File: src/rtl/blm_pkg.sv
package blm_pkg;

    typedef enum logic {
        CHK_IDLE   = 1'b0,
        CHK_SETTLE = 1'b1
    } chk_state_e;

    // Counter width for a count running from 0 up to n-1, never below 1 bit.
    function automatic int cnt_width(input int unsigned n);
        return (n < 2) ? 1 : $clog2(n);
    endfunction

endpackage

File: src/rtl/blm_interval_timer.sv
module blm_interval_timer
    import blm_pkg::*;
#(
    parameter int unsigned INTERVAL_CYCLES = 88_473_600
) (
    input  logic clk,
    input  logic rst_n,
    input  logic supply_ok,
    output logic pwr_up_o,
    output logic tick_o
);
    localparam int IW = cnt_width(INTERVAL_CYCLES);
    localparam logic [IW-1:0] LAST = IW'(INTERVAL_CYCLES - 1);

    typedef struct packed {
        logic          sup;
        logic [IW-1:0] cnt;
    } tmr_t;

    tmr_t tmr_d, tmr_q;

    always_comb begin
        tmr_d    = tmr_q;
        tmr_d.sup = supply_ok;
        pwr_up_o = supply_ok & ~tmr_q.sup;
        tick_o   = supply_ok & tmr_q.sup & (tmr_q.cnt == LAST);
        if (pwr_up_o) begin
            tmr_d.cnt = '0;
        end else if (supply_ok) begin
            if (tmr_q.cnt == LAST) tmr_d.cnt = '0;
            else                   tmr_d.cnt = tmr_q.cnt + 1'b1;
        end
        // supply absent: counter frozen
    end

    always_ff @(posedge clk or negedge rst_n) begin
        if (!rst_n) tmr_q <= '0;
        else        tmr_q <= tmr_d;
    end

endmodule

File: src/rtl/blm_check_seq.sv
module blm_check_seq
    import blm_pkg::*;
#(
    parameter int unsigned SETTLE_CYCLES = 16
) (
    input  logic clk,
    input  logic rst_n,
    input  logic supply_ok,
    input  logic start_i,
    input  logic batt_below_i,
    output logic strobe_o,
    output logic flag_o
);
    localparam int SW = cnt_width(SETTLE_CYCLES);
    localparam logic [SW-1:0] LAST = SW'(SETTLE_CYCLES - 1);

    typedef struct packed {
        chk_state_e    st;
        logic [SW-1:0] cnt;
        logic          flag;
    } seq_t;

    seq_t seq_d, seq_q;

    always_comb begin
        seq_d = seq_q;
        unique case (seq_q.st)
            CHK_IDLE: begin
                if (start_i && supply_ok) begin
                    seq_d.st  = CHK_SETTLE;
                    seq_d.cnt = '0;
                end
            end
            CHK_SETTLE: begin
                if (!supply_ok) begin
                    seq_d.st = CHK_IDLE;          // aborted, verdict kept
                end else if (seq_q.cnt == LAST) begin
                    seq_d.st   = CHK_IDLE;
                    seq_d.flag = batt_below_i;    // capture in final settle cycle
                end else begin
                    seq_d.cnt = seq_q.cnt + 1'b1;
                end
            end
            default: seq_d.st = CHK_IDLE;
        endcase
    end

    always_ff @(posedge clk or negedge rst_n) begin
        if (!rst_n) begin
            seq_q.st   <= CHK_IDLE;
            seq_q.cnt  <= '0;
            seq_q.flag <= 1'b0;
        end else begin
            seq_q <= seq_d;
        end
    end

    assign strobe_o = (seq_q.st == CHK_SETTLE);
    assign flag_o   = seq_q.flag;

endmodule

File: src/rtl/batt_low_monitor.sv
module batt_low_monitor #(
    parameter int unsigned INTERVAL_CYCLES = 88_473_600,
    parameter int unsigned SETTLE_CYCLES   = 16
) (
    input  logic clk,
    input  logic rst_n,
    input  logic supply_ok,
    input  logic batt_below,
    output logic check_en,
    output logic low_pulldown
);
    logic pwr_up;
    logic tick;

    blm_interval_timer #(
        .INTERVAL_CYCLES(INTERVAL_CYCLES)
    ) u_timer (
        .clk      (clk),
        .rst_n    (rst_n),
        .supply_ok(supply_ok),
        .pwr_up_o (pwr_up),
        .tick_o   (tick)
    );

    blm_check_seq #(
        .SETTLE_CYCLES(SETTLE_CYCLES)
    ) u_seq (
        .clk         (clk),
        .rst_n       (rst_n),
        .supply_ok   (supply_ok),
        .start_i     (pwr_up | tick),
        .batt_below_i(batt_below),
        .strobe_o    (check_en),
        .flag_o      (low_pulldown)
    );

endmodule

File: config.mk
export PLATFORM = sky130hd
export DESIGN_NAME = batt_low_monitor
export DESIGN_NICKNAME = d
export VERILOG_FILES = /design/src/rtl/blm_pkg.sv /design/src/rtl/blm_interval_timer.sv /design/src/rtl/blm_check_seq.sv /design/src/rtl/batt_low_monitor.sv
export SDC_FILE = /design/constraint.sdc
export NUM_CORES = 1
export LEC_CHECK = 0
export CORE_ASPECT_RATIO = 1.5
export CORE_UTILIZATION = 30
export CTS_CLUSTER_DIAMETER = 60
export DETAILED_ROUTE_END_ITERATION = 8
export GPL_ROUTABILITY_DRIVEN = 0
export GPL_TIMING_DRIVEN = 0
export PLACE_DENSITY = 0.51
export REMOVE_ABC_BUFFERS = 1
export SYNTH_ARGS = -nofsm -noshare
export SYNTH_HDL_FRONTEND = slang
export SYNTH_SLANG_ARGS = --single-unit
File: constraint.sdc
create_clock -name clk -period 5 [get_ports clk]
set_input_delay 1 -clock clk [delete_from_list [all_inputs] [get_ports clk]]
set_output_delay 1 -clock clk [all_outputs]
set_load 0.05 [all_outputs]
==> results of run 1 <==
-- power by group through the flow --
stage	Sequential [W]	Combinational, W	Clock [W]
3_3_place_gp	0.000325	0.0000533	0
5_1_grt	0.000324	0.0000623	0.000272
6_report	0.000320	0.0000528	0.000252
4_1_cts	0.000320	0.0000541	0.000262
2_1_floorplan	0.000321	0.0000345	0
3_5_place_dp	0.000326	0.0000541	0
-- state kept, by name, summed over array words and instances (netlist names) --
| register | cells |
|---|---|
| u_seq.seq_q | 4 |
| u_seq.strobe_o | 1 |
| u_seq.flag_o | 1 |
| u_timer.tmr_q | 28 |
-- metal layers --
layer  vias to the layer above  wire [um]  track usage, %
met5                         -          0               0
met4                         0         73            7.22
met3                         6         99            3.29
met2                        14       1890            24.6
met1                       652       1580            15.2
li1                        666          -               -
-- final cells by class --
class	count	area, sq um	area share (%)
clock buffer	5	68.8	3.45
clock inverter	3	40.0	2.01
inverter	7	26.3	1.32
multi-input combinational	139	873	43.8
sequential	34	851	42.7
tap	72	90.1	4.52
timing repair buffer	5	45.0	2.26
-- cell usage in the layout (no fill, tap or decap), types with 2 or more instances in the layout --
master / count
sky130_fd_sc_hd__dfrtp_1: 34
sky130_fd_sc_hd__nor2_1: 24
sky130_fd_sc_hd__nand2_1: 20
sky130_fd_sc_hd__xor2_1: 14
sky130_fd_sc_hd__nand3_1: 10
sky130_fd_sc_hd__nand4_1: 8
sky130_fd_sc_hd__inv_1: 7
sky130_fd_sc_hd__nor3_1: 6
sky130_fd_sc_hd__o21ai_0: 5
sky130_fd_sc_hd__and3_1: 5
sky130_fd_sc_hd__clkbuf_8: 5
sky130_fd_sc_hd__and4_1: 4
sky130_fd_sc_hd__and2_1: 4
sky130_fd_sc_hd__o2bb2ai_1: 4
sky130_fd_sc_hd__clkdlybuf4s50_1: 4
sky130_fd_sc_hd__xnor2_1: 3
sky130_fd_sc_hd__mux2_2: 3
sky130_fd_sc_hd__a31oi_1: 3
sky130_fd_sc_hd__nor4_1: 3
sky130_fd_sc_hd__a21oi_1: 3
sky130_fd_sc_hd__a22o_1: 2
sky130_fd_sc_hd__ha_1: 2
sky130_fd_sc_hd__clkinv_2: 2
-- per-stage QoR --
stage | setup slack (ns) | hold slack, ns | area, sq um | std cells
floorplan | 2.88 | 0.497 | 1750 | 180
global placement | 1.54 | 0.500 | 1890 | 257
detailed placement | 1.54 | 0.498 | 1890 | 257
CTS | 1.85 | 0.516 | 1990 | 265
global route | 1.68 | 0.538 | 1990 | 265
finish | 1.84 | 0.509 | 1990 | 265
-- final timing paths --
| path | from | end | slack, ns | cells past startpoint |
|---|---|---|---|---|
| worst max-delay path | supply_ok | u_timer.tmr_q[12] | 1.84 | 6 |
| worst min-delay path | u_seq.flag_o | u_seq.flag_o | 0.51 | 1 |
| worst max register to register | u_timer.tmr_q[0] | u_seq.seq_q[3] | 2.49 | 6 |
| worst min register to register | u_seq.flag_o | u_seq.flag_o | 0.51 | 1 |
| max in group asynchronous | rst_n | u_timer.tmr_q[25] | 3.70 | 1 |
| min in group asynchronous | rst_n | u_timer.tmr_q[16] | 0.79 | 1 |
-- logic make-up (layout without fill, tap and decap cells) --
kind of cell             after synthesis  in the layout  synth area share [%]
AND/OR/NAND/NOR                       92             92                  26.7
flip-flops                            34             34                  47.7
AO/OA/AOI/OAI                         24             24                  10.0
XOR/XNOR                              17             17                  8.35
buffers and inverters                 12             20                  3.37
multiplexers                           4              4                  2.45
adder cells (fa/ha/maj)                2              2                  1.40
==> results.md, run 1 <==
- The insertion delay to the later sink of the worst-skew pair is 0.29 ns.
- The static leakage is 0.841 nW.
- The transition at the pin with the smallest max-transition slack is 1.03 ns.
- Across the routed clock network, the largest skew measured is 0.00917 ns.
- The area share of the leading cell type in the synthesized netlist is 47.7%.
- The total chip power is 0.000625 W.
- TritonCTS built the clock tree.
- The library cell with the largest summed area after synthesis is sky130_fd_sc_hd__dfrtp_1.
- The flow ran to the end, and the final reports show no timing, DRC or antenna violations.
- The synthesized cell area is 1780 sq um.
- Data arrives at the worst endpoint at 3.30 ns.
- The synthesized design contains 0 enable-type register cells.
- In this run, flip-flops and latches consume 51.3% of the power.
- STA classifies the critical path endpoint as a flip-flop.
- The number of hold violations in the final report is 0.
- Compared with the post-synthesis result, the final layout area differs by 11.8%.
- The initial cell density of the core is 30.8%.
- Setup repair after global routing left no endpoint under its margin.
- Headroom to the max-slew limit came out at 30.6%.
- The startpoint class of the critical path is a primary input.
- The slowest stage cell on the critical path is sky130_fd_sc_hd__nor3_1.
- After clock tree synthesis, the clock-pin slew on the worst setup and hold paths is 0.07 ns.
- Yosys mapped the design onto 38 distinct sky130hd cell types.
- The average detailed-routed wire length per instance is 13.8 um.
- The die width is 65.0 um.
- The top flip-flop cell by instance count after synthesis is sky130_fd_sc_hd__dfrtp_1.
- The detailed router's first-iteration violation count is 90.
- The number of buffers and inverters on the critical path is 1.
- The number of gates resized after CTS was 0.
- The power density normalized to cell area is 313 nW/um^2.
- The mean post-synth cell area is 9.64 sq um.
- The number of buffers created by CTS is 5.
- The sequential fraction of the synthesis area is 47.7%.
- The final period utilization is 63.2%.
- The placeable core region is 5790 sq um.
- Summed over all layers, the global routing overflow is 0.
- The reported max-cap violation count is 0.
- The number of global-route vias before repair came to 1402.
- The peak fanout along the critical path is 14.
- Wires add up to 3650 um.
- The class of the tightest hold or removal check is flip-flop to flip-flop.
- The clock share of power is 40.3%.
- The worst path needs 3.16 ns of the cycle, external delays included.
- On the worst path, the slowest cell contributes a delay of 0.81 ns.
- The number of sinks on the clock net is 34.
- The die area is 6270 sq um.
- The floorplan has 34 rows.
- Global routing used 13.9% of the available tracks across all layers.
- The initial antenna violation count is 0.
- Setup violations remaining at the end of the flow were counted as 0.
- Pin placement for this block handled 6 I/O pins.
- The most frequently used cell type in the post-synthesis netlist is sky130_fd_sc_hd__dfrtp_1.
- The longest clock path from root to sink contains 2 buffers.
- The H-tree was split into 2 levels.
- Across the VDD grid, the largest voltage drop is 0.000149 V.
- The achievable frequency is 316 MHz.
- The number of filler instances in the final layout is 625.
- The first global-routing pass estimated 6470 um of wire.
- The CTS root buffer is sky130_fd_sc_hd__clkbuf_8.
- Entering global routing, the biggest net connects 35 pins.
- The share of synthesized flip-flops with an asynchronous set or reset is 100%.
- The number of pins with negative max-slew slack in the final report was 0.
- The switching part of the total power is 26.0%.
- The per-cell via count in the routed design is 5.05.
- The length of the first detailed-routing pass in iterations is 4.
- Input and output buffers added on the ports amount to 5.
- The remaining routing DRC violations is 0.
- The flip-flop and latch count after synthesis is 34.
- The share of total power dissipated in combinational logic is 8.5%.
- At the worst endpoint, the required time is 5.14 ns.
- The remaining antenna violation count after routing is 0.
- For this run, the number of Yosys warnings is 0.
- In this run the power spent charging and discharging nets is 0.000162 W.
- The hold-fix buffer count after cts is 0.
- The cell type group with the largest total delay on the critical path is simple AND/OR/NAND/NOR gates.
- The cell count after synthesis came out at 185.
- The worst setup path is of the primary input to flip-flop kind.
- The total via count after detailed routing is 1338.
- Detailed placement finished with a half-perimeter wire length of 2470 um.
- The number of antenna diodes in the final layout is 0.
- Cells with a size suffix above 1 make up 8.81% of the layout.
- The final cell utilization of the core is 34.5%.
- The cell-internal power is 0.000463 W.
- Ranked by total cell area, the synthesized netlist is headed by sky130_fd_sc_hd__dfrtp_1 (48%), sky130_fd_sc_hd__xor2_1 (6.9%), sky130_fd_sc_hd__nor2_1 (5.0%).
- The floorplan step set the die height to 96.5 um.
- The net count of the finished layout is 198.
- The post-CTS setup-driven buffer insertion count is 0.
- Traced cell by cell, the critical path runs through clkdlybuf4s50_1 > nand4_1 > nor3_1 > and4_1 > xnor2_1 > nor2_1.
- The accumulated negative setup slack is 0 ns.
- Ranked by instance count, the synthesized netlist is headed by sky130_fd_sc_hd__dfrtp_1 (34), sky130_fd_sc_hd__nor2_1 (24), sky130_fd_sc_hd__nand2_1 (20), sky130_fd_sc_hd__xor2_1 (14), sky130_fd_sc_hd__nand3_1 (10).
Power figures use the tool's default switching activity.
==> run 2, diff against run 1 <==
- clock period: 5 -> 3 ns (I/O delays scaled with it)
==> results of run 2 <==
The final DEF is identical to that of run 1. Status: finished clean.
Among the figures that moved: setup slack after placement 1.54 ns -> -0.0551 ns; clock-pin slew on the worst setup and hold paths 0.07 ns -> 0.08 ns; setup slack after layout 1.84 ns -> 0.239 ns; hold slack 0.509 ns -> 0.392 ns; register-to-register setup slack 2.49 ns -> 0.49 ns; total power 0.000625 W -> 0.00104 W; worst IR drop on VDD 0.000149 V -> 0.000249 V
